[config.mk]
export PLATFORM = sky130hd
export DESIGN_NAME = burst_sync_ctrl
export DESIGN_NICKNAME = d
export VERILOG_FILES = /design/src/rtl/bsc_pkg.sv /design/src/rtl/bsc_sync_qual.sv /design/src/rtl/bsc_sleep_timer.sv /design/src/rtl/bsc_pulse_out.sv /design/src/rtl/burst_sync_ctrl.sv
export SDC_FILE = /design/constraint.sdc
export NUM_CORES = 1
export LEC_CHECK = 0
export CORE_MARGIN = 2
export CORE_UTILIZATION = 64
export CTS_CLUSTER_DIAMETER = 30
export DETAILED_ROUTE_END_ITERATION = 6
export PLACE_DENSITY = 0.91
export RECOVER_POWER = 50
export SYNTH_ARGS = -nofsm -noshare
export SYNTH_HDL_FRONTEND = slang
export SYNTH_SLANG_ARGS = --single-unit
[constraint.sdc]
create_clock -name clk -period 1.8 [get_ports clk]
set_input_delay 0.18 -clock clk [delete_from_list [all_inputs] [get_ports clk]]
set_output_delay 0.18 -clock clk [all_outputs]
set_load 0.05 [all_outputs]
[src/rtl/bsc_pkg.sv]
package bsc_pkg;
  typedef enum logic [1:0] {
    ST_SLEEP = 2'd0,
    ST_BURST = 2'd1,
    ST_HOLD  = 2'd2
  } bsc_state_e;
endpackage

[src/rtl/bsc_sync_qual.sv]
// Synchronizes the asynchronous sync line and qualifies low pulses by width.
module bsc_sync_qual #(
  parameter int unsigned STAGES    = 2,
  parameter int unsigned MIN_PULSE = 16
) (
  input  logic clk,
  input  logic rst_n,
  input  logic sync_in_n,
  output logic hit,
  output logic line_low
);
  localparam int unsigned CW = $clog2(MIN_PULSE + 1);

  logic [STAGES-1:0] pipe_q;
  logic [CW-1:0]     cnt_q, cnt_d;
  logic              cnt_en;

  genvar gi;
  generate
    for (gi = 0; gi < STAGES; gi++) begin : g_stage
      if (gi == 0) begin : g_first
        always_ff @(posedge clk or negedge rst_n) begin
          if (!rst_n) pipe_q[0] <= 1'b1;
          else        pipe_q[0] <= sync_in_n;
        end
      end else begin : g_next
        always_ff @(posedge clk or negedge rst_n) begin
          if (!rst_n) pipe_q[gi] <= 1'b1;
          else        pipe_q[gi] <= pipe_q[gi-1];
        end
      end
    end
  endgenerate

  assign line_low = ~pipe_q[STAGES-1];

  always_comb begin
    cnt_en = 1'b0;
    cnt_d  = cnt_q;
    if (!line_low) begin
      cnt_en = (cnt_q != '0);
      cnt_d  = '0;
    end else if (cnt_q != CW'(MIN_PULSE)) begin
      cnt_en = 1'b1;
      cnt_d  = cnt_q + CW'(1);
    end
  end

  always_ff @(posedge clk or negedge rst_n) begin
    if (!rst_n)      cnt_q <= '0;
    else if (cnt_en) cnt_q <= cnt_d;
  end

  assign hit = line_low && (cnt_q == CW'(MIN_PULSE - 1));
endmodule

[src/rtl/bsc_sleep_timer.sv]
// Down-counter loaded with the sleep period at every burst start.
module bsc_sleep_timer #(
  parameter int unsigned BASE_TICKS = 1000,
  parameter int unsigned CFG_W      = 4
) (
  input  logic             clk,
  input  logic             rst_n,
  input  logic             load,
  input  logic [CFG_W-1:0] cfg,
  output logic             expired
);
  localparam int unsigned MAX_PERIOD = ((1 << CFG_W) - 1) * BASE_TICKS;
  localparam int unsigned TW         = $clog2(MAX_PERIOD + 1);

  logic [TW-1:0] period;
  logic [TW-1:0] cnt_q, cnt_d;
  logic          cnt_en;

  assign period = TW'(cfg) * TW'(BASE_TICKS);

  always_comb begin
    cnt_en = 1'b0;
    cnt_d  = cnt_q;
    if (load) begin
      cnt_en = 1'b1;
      cnt_d  = (period == '0) ? '0 : period - TW'(1);
    end else if (cnt_q != '0) begin
      cnt_en = 1'b1;
      cnt_d  = cnt_q - TW'(1);
    end
  end

  always_ff @(posedge clk or negedge rst_n) begin
    if (!rst_n)      cnt_q <= '0;
    else if (cnt_en) cnt_q <= cnt_d;
  end

  assign expired = (cnt_q == '0);
endmodule

[src/rtl/bsc_pulse_out.sv]
// Fixed-width active-low output pulse, retriggered by fire.
module bsc_pulse_out #(
  parameter int unsigned WIDTH = 32
) (
  input  logic clk,
  input  logic rst_n,
  input  logic fire,
  output logic pulse_n
);
  localparam int unsigned PW = $clog2(WIDTH + 1);

  logic [PW-1:0] cnt_q, cnt_d;
  logic          cnt_en;

  always_comb begin
    cnt_en = 1'b0;
    cnt_d  = cnt_q;
    if (fire) begin
      cnt_en = 1'b1;
      cnt_d  = PW'(WIDTH);
    end else if (cnt_q != '0) begin
      cnt_en = 1'b1;
      cnt_d  = cnt_q - PW'(1);
    end
  end

  always_ff @(posedge clk or negedge rst_n) begin
    if (!rst_n)      cnt_q <= '0;
    else if (cnt_en) cnt_q <= cnt_d;
  end

  assign pulse_n = (cnt_q == '0);
endmodule

[src/rtl/burst_sync_ctrl.sv]
module burst_sync_ctrl
  import bsc_pkg::*;
#(
  parameter int unsigned BASE_TICKS  = 1000,
  parameter int unsigned MIN_PULSE   = 16,
  parameter int unsigned SYNC_OUT_W  = 32,
  parameter int unsigned CFG_W       = 4,
  parameter int unsigned SYNC_STAGES = 2
) (
  input  logic             clk,
  input  logic             rst_n,
  input  logic             sync_in_n,
  input  logic [CFG_W-1:0] sleep_cfg,
  input  logic             fast_req,
  input  logic             burst_done,
  output logic             burst_start,
  output logic             sync_out_n
);
  // reset: asserted asynchronously, released on the clock
  logic [1:0] rst_pipe_q;
  logic       rst_core_n;

  always_ff @(posedge clk or negedge rst_n) begin
    if (!rst_n) rst_pipe_q <= 2'b00;
    else        rst_pipe_q <= {rst_pipe_q[0], 1'b1};
  end
  assign rst_core_n = rst_pipe_q[1];

  logic       sync_hit, line_low, expired;
  logic       start_now, fire_sync;
  bsc_state_e state_q, state_d;
  logic       start_q;

  bsc_sync_qual #(.STAGES(SYNC_STAGES), .MIN_PULSE(MIN_PULSE)) u_qual (
    .clk      (clk),
    .rst_n    (rst_core_n),
    .sync_in_n(sync_in_n),
    .hit      (sync_hit),
    .line_low (line_low)
  );

  bsc_sleep_timer #(.BASE_TICKS(BASE_TICKS), .CFG_W(CFG_W)) u_timer (
    .clk    (clk),
    .rst_n  (rst_core_n),
    .load   (start_now),
    .cfg    (sleep_cfg),
    .expired(expired)
  );

  bsc_pulse_out #(.WIDTH(SYNC_OUT_W)) u_pulse (
    .clk    (clk),
    .rst_n  (rst_core_n),
    .fire   (fire_sync),
    .pulse_n(sync_out_n)
  );

  // next-state logic
  always_comb begin
    state_d   = state_q;
    start_now = 1'b0;
    fire_sync = 1'b0;
    unique case (state_q)
      ST_SLEEP: begin
        if (sync_hit || expired) begin
          start_now = 1'b1;
          state_d   = ST_BURST;
        end
      end
      ST_BURST: begin
        if (burst_done) begin
          if (fast_req) begin
            start_now = 1'b1;
          end else begin
            fire_sync = (sleep_cfg != '0);
            state_d   = line_low ? ST_HOLD : ST_SLEEP;
          end
        end
      end
      ST_HOLD: begin
        if (!line_low) state_d = ST_SLEEP;
      end
      default: state_d = ST_SLEEP;
    endcase
  end

  // state and strobe registers
  always_ff @(posedge clk or negedge rst_core_n) begin
    if (!rst_core_n) begin
      state_q <= ST_SLEEP;
      start_q <= 1'b0;
    end else begin
      state_q <= state_d;
      start_q <= start_now;
    end
  end

  assign burst_start = start_q;
endmodule

==> impl_metrics.tcl, run 1 <==
set metrics [dict create \
    cts_hold_buf 0 \
    synth_top_area_frac 0.300 \
    stop_stage "clock tree synthesis (4_1_cts)" \
    hpwlAfterDp_mm 5.63 \
    status "did not finish" \
    yosysTopAreaCell "dfrtp_1" \
    cts_max_level 2 \
    cts_resized 49 \
    die_x_um 66.6 \
    place_ws_ns -2.06 \
    row_count 22 \
    seq_area_frac_synth 0.321 \
    synth_edf_count 0 \
    dieHeight_um 66.6 \
    postCtsSetupBuffers 11 \
    initial_core_util 0.674 \
    ys.flop_type "dfrtp_1" \
    syn_area_sq_mm 0.00251 \
    routabilityCongestion 0.939 \
    cts_buffers 5 \
    ys_types 61 \
    clock_path_buffers 2 \
    ys_warn_count 0 \
    error_line "[ERROR DPL-0033] detailed placement checks failed during check placement." \
    syn_nets 289 \
    yosys-top-cells-area "dfrtp_1 (30%), ha_1 (11%), xnor2_1 (5.9%)" \
    cts_sinks 32 \
    port_buffers 10 \
    synthCells 251 \
    root_buffer "clkbuf_8" \
    synth_seq_cells 32 \
    num_io_pins 11 \
    syn_avg_cell_area_sq_um 9.98 \
    async_reset_ff_frac 1.00 \
]
[stage by stage]
stage / std cells / cell area, sq um
after floorplan: 251 / 2540
after detailed placement: 385 / 3290
after global placement: 385 / 3290
[kinds of logic after synthesis]
| family | after synthesis | share of synthesized area |
|---|---|---|
| AO/OA/AOI/OAI | 49 | 0.162 |
| buffers and inverters | 27 | 0.0469 |
| other | 1 | 0.00150 |
| XOR/XNOR | 25 | 0.0874 |
| multiplexers | 7 | 0.0290 |
| AND/OR/NAND/NOR | 81 | 0.187 |
| adder cells (fa/ha/maj) | 29 | 0.166 |
| flip-flops | 32 | 0.321 |
[synthesized netlist by cell type, types with 2 or more instances]
cell,instances
a21oi_1,9
xor2_1,8
dfstp_2,2
and3b_1,2
a31oi_1,2
fa_1,7
nand2_1,10
o211ai_1,2
nor2_1,22
nor3_1,10
o21ai_0,5
nor3b_1,4
o31ai_1,2
or4_1,2
a211oi_1,2
nor2b_1,2
nand4_1,3
ha_1,22
buf_6,2
and2_1,3
xnor2_1,17
o2111ai_1,2
dfrtp_1,30
a211o_1,3
nand3_1,5
and3_1,2
nand2b_1,2
o32ai_2,3
o32ai_1,5
a21o_1,3
clkbuf_1,2
inv_1,21
mux2i_1,5
nand3b_1,2
nor4_1,2
==> run 2: changes to the inputs <==
CORE_UTILIZATION = 40   (was 64)
CTS_CLUSTER_DIAMETER = default   (was 30)
PLACE_DENSITY = default   (was 0.91)
PLACE_DENSITY_LB_ADDON = 0.15   (was default)
==> run 2 against run 1 <==
  * The flow now finishes, with violations (setup timing)
  * Area after synthesis stayed put
  * Synthesized cell count stayed put
==> impl_metrics.tcl, run 2 <==
set metrics [dict create \
    sw_frac_of_total 0.366 \
    grt_pass1_wl_mm 10.0 \
    initial_core_util 0.418 \
    min_period_ns 3.17 \
    fin_nets 396 \
    final_cell_mix "buf_4 (92), dfrtp_1 (30), nor2_1 (20), ha_1 (19)" \
    grtUsageTotal 0.175 \
    status "complete, but fails checks" \
    cts_sinks 32 \
    vias_per_cell 5.04 \
    failed_checks "setup timing" \
    cp-end-kind "register" \
    hold_class "reg -> async" \
    p_leak_nw 1.71 \
    wire_per_inst_um 14.0 \
    reg.largest.list "u_timer.cnt_q: 14 flops, u_pulse.cnt_q: 6 flops, u_qual.cnt_q: 5 flops" \
    clock_path_buffers 2 \
    slew_headroom 0.564 \
    grt-ovfl-total 0 \
    largest_register "u_timer.cnt_q" \
    largest_register_ffs 14 \
    num_io_pins 11 \
    synth-xor-area-share 0.0874 \
    fin_ws_ns -1.37 \
    seq_area_frac_synth 0.321 \
    instances_no_fill 434 \
    row_count 28 \
    vdd.ir_drop.worst_mv 0.502 \
    async_reset_ff_frac 1.00 \
    clock-skew-final_ns 0.0105 \
    worstPathMaxFanout 6 \
    grt_max_degree 27 \
    final_common_cell "buf_4" \
    syn_nets 289 \
    min_period_over_period 1.76 \
    power_density_mw_per_mm2 1160 \
    final-setup-viol-count 14 \
    tightest_slew_ns 0.655 \
    cts.reportedPaths.clkPinSlew_ns 0.08 \
    seq_area_sq_um 803 \
    fmaxAchievable_ghz 0.316 \
    cts_tree "yes" \
    ant_nets 0 \
    internal-power_mw 2.73 \
    fillers 511 \
    dieHeight_um 83.2 \
    synth_top_family_by_area "simple AND/OR/NAND/NOR gates" \
    ys_top_cells_by_count "dfrtp_1 (30), ha_1 (22), nor2_1 (22), inv_1 (21), xnor2_1 (17)" \
    grt_pass1_vias 2226 \
    synth_fa_ha_area_frac 0.166 \
    rsz0062_at_grt "yes" \
    crit_required_ns 1.95 \
    ys_types 61 \
    drcViolationCount 0 \
    synthCells 251 \
    insertion_delay_ns 0.29 \
    hold_viol 0 \
    core_area_sq_mm 0.00599 \
    die_x_um 83.2 \
    cts_buffers 5 \
    syn_avg_cell_area_sq_um 9.98 \
    antenna_found_initial 0 \
    cap_violations 0 \
    yosys.area_share.simple 0.187 \
    synth.most_common_cell "dfrtp_1" \
    vias 2189 \
    synth_edf_count 0 \
    diodes 0 \
    dr.pass1.iters 4 \
    totalWireLength_mm 6.07 \
    syn_area_sq_mm 0.00251 \
    setup.worst_path.start_class "input pin" \
    fin_area_sq_mm 0.00369 \
    synth_top_area_frac 0.300 \
    r2r_slack_ns -0.44 \
    synth-compound-area-share 0.162 \
    pwr-share-seq 0.277 \
    multiInputGateArea_sq_mm 0.00176 \
    setup_tns_ns -18.25 \
    hpwlAfterDp_mm 4.47 \
    switchingPower_mw 1.57 \
    combPwrFrac 0.562 \
    syn2layout_area_growth_pct 47.4 \
    placed_area_sq_mm 0.00336 \
    drive_above_1_share 0.409 \
    cp.arrival_ns 3.32 \
    synth_seq_cells 32 \
    routabilityCongestion 0.837 \
    dp_cells 415 \
    r2r.worst_path.cells 6 \
    r2r_end "u_timer.cnt_q[13]$_DFFE_PN0P_" \
    ys_warn_count 0 \
    root_buffer "clkbuf_8" \
    drtIter0Drc 85 \
    muxShareOfSynthArea 0.0290 \
    maxSlewViolCount 0 \
    yosysTopAreaCell "dfrtp_1" \
    yosys-top-cells-area "dfrtp_1 (30%), ha_1 (11%), xnor2_1 (5.9%)" \
    port_buffers 10 \
    r2r-start "u_timer.cnt_q[2]$_DFFE_PN0P_" \
    crit_type "in -> reg" \
    dieArea_sq_mm 0.00691 \
    cts_max_level 2 \
    pwr-share-clk 0.162 \
    ys.flop_type "dfrtp_1" \
]
[run 2: layout make-up]
class                      instances  share of cell area
tap                               75              0.0254
inverter                          22              0.0224
sequential                        32               0.217
clock buffer                       5              0.0186
clock inverter                     3              0.0115
multi-input combinational        192               0.477
timing repair buffer             105               0.228
[run 2: logic make-up (layout without fill, tap and decap cells)]
family                   after synthesis  count (layout)
AND/OR/NAND/NOR                       81              81
AO/OA/AOI/OAI                         49              49
flip-flops                            32              32
adder cells (fa/ha/maj)               29              29
buffers and inverters                 27             135
XOR/XNOR                              25              25
multiplexers                           7               7
other                                  1               1
[run 2: layer usage]
layer | part of all wire | GRT usage
met1 | 0.48 | 0.229
met2 | 0.49 | 0.296
met3 | 0.022 | 0.0338
met4 | 0.0076 | 0.0432
met5 | 0 | 0
[run 2: worst max-delay path, stage by stage]
cell and delay [ns]:
buf_8 0.10, fa_1 0.58, inv_2 0.06, fa_1 0.53
ha_4 0.22, buf_4 0.14, buf_4 0.13, a221o_1 0.30
a221oi_4 0.36, nor2_4 0.09, a2111oi_4 0.22, buf_4 0.19
clkbuf_16 0.14, o32ai_2 0.07
[run 2: worst max-delay path by stage]
stage / end / startpoint / slack, ns
after floorplan: u_timer.cnt_q[10]$_DFFE_PN0P_ / sleep_cfg[1] / -1.50
after global placement: u_timer.cnt_q[6]$_DFFE_PN0P_ / sleep_cfg[1] / -2.00
after detailed placement: u_timer.cnt_q[6]$_DFFE_PN0P_ / sleep_cfg[1] / -2.03
after CTS: u_timer.cnt_q[6]$_DFFE_PN0P_ / sleep_cfg[3] / -1.67
after global routing: u_timer.cnt_q[6]$_DFFE_PN0P_ / sleep_cfg[2] / -1.46
final: u_timer.cnt_q[6]$_DFFE_PN0P_ / sleep_cfg[2] / -1.37
[run 2: what timing repair did]
item	4_1_cts	5_1_grt
pin swaps	13	21
endpoints found under the setup margin	15	16
hold buffers	0	0
gates cloned	1	0
gates resized for setup	23	22
buffers inserted	2	9
[run 2: power by group through the flow]
stage | Sequential [mW] | Clock [mW] | Combinational [mW]
after floorplan | 1.25 | 0 | 1.21
after global placement | 1.19 | 0 | 2.13
after detailed placement | 1.19 | 0 | 2.18
after CTS | 1.19 | 0.709 | 2.26
after global routing | 1.23 | 0.748 | 2.66
final | 1.19 | 0.697 | 2.42
[run 2: metrics by stage]
step / power, mW / hold WS [ns] / utilization / worst slack [ns]
finish: 4.30 / 0.0831 / 0.617 / -1.37
global route: 4.64 / 0.104 / 0.617 / -1.46
global placement: 3.32 / 0.0782 / 0.560 / -2.00
detailed placement: 3.38 / 0.0813 / 0.560 / -2.03
CTS: 4.16 / 0.0553 / 0.594 / -1.67
floorplan: 2.46 / -0.116 / - / -1.50
No activity file was read; power rests on OpenSTA's default activity.
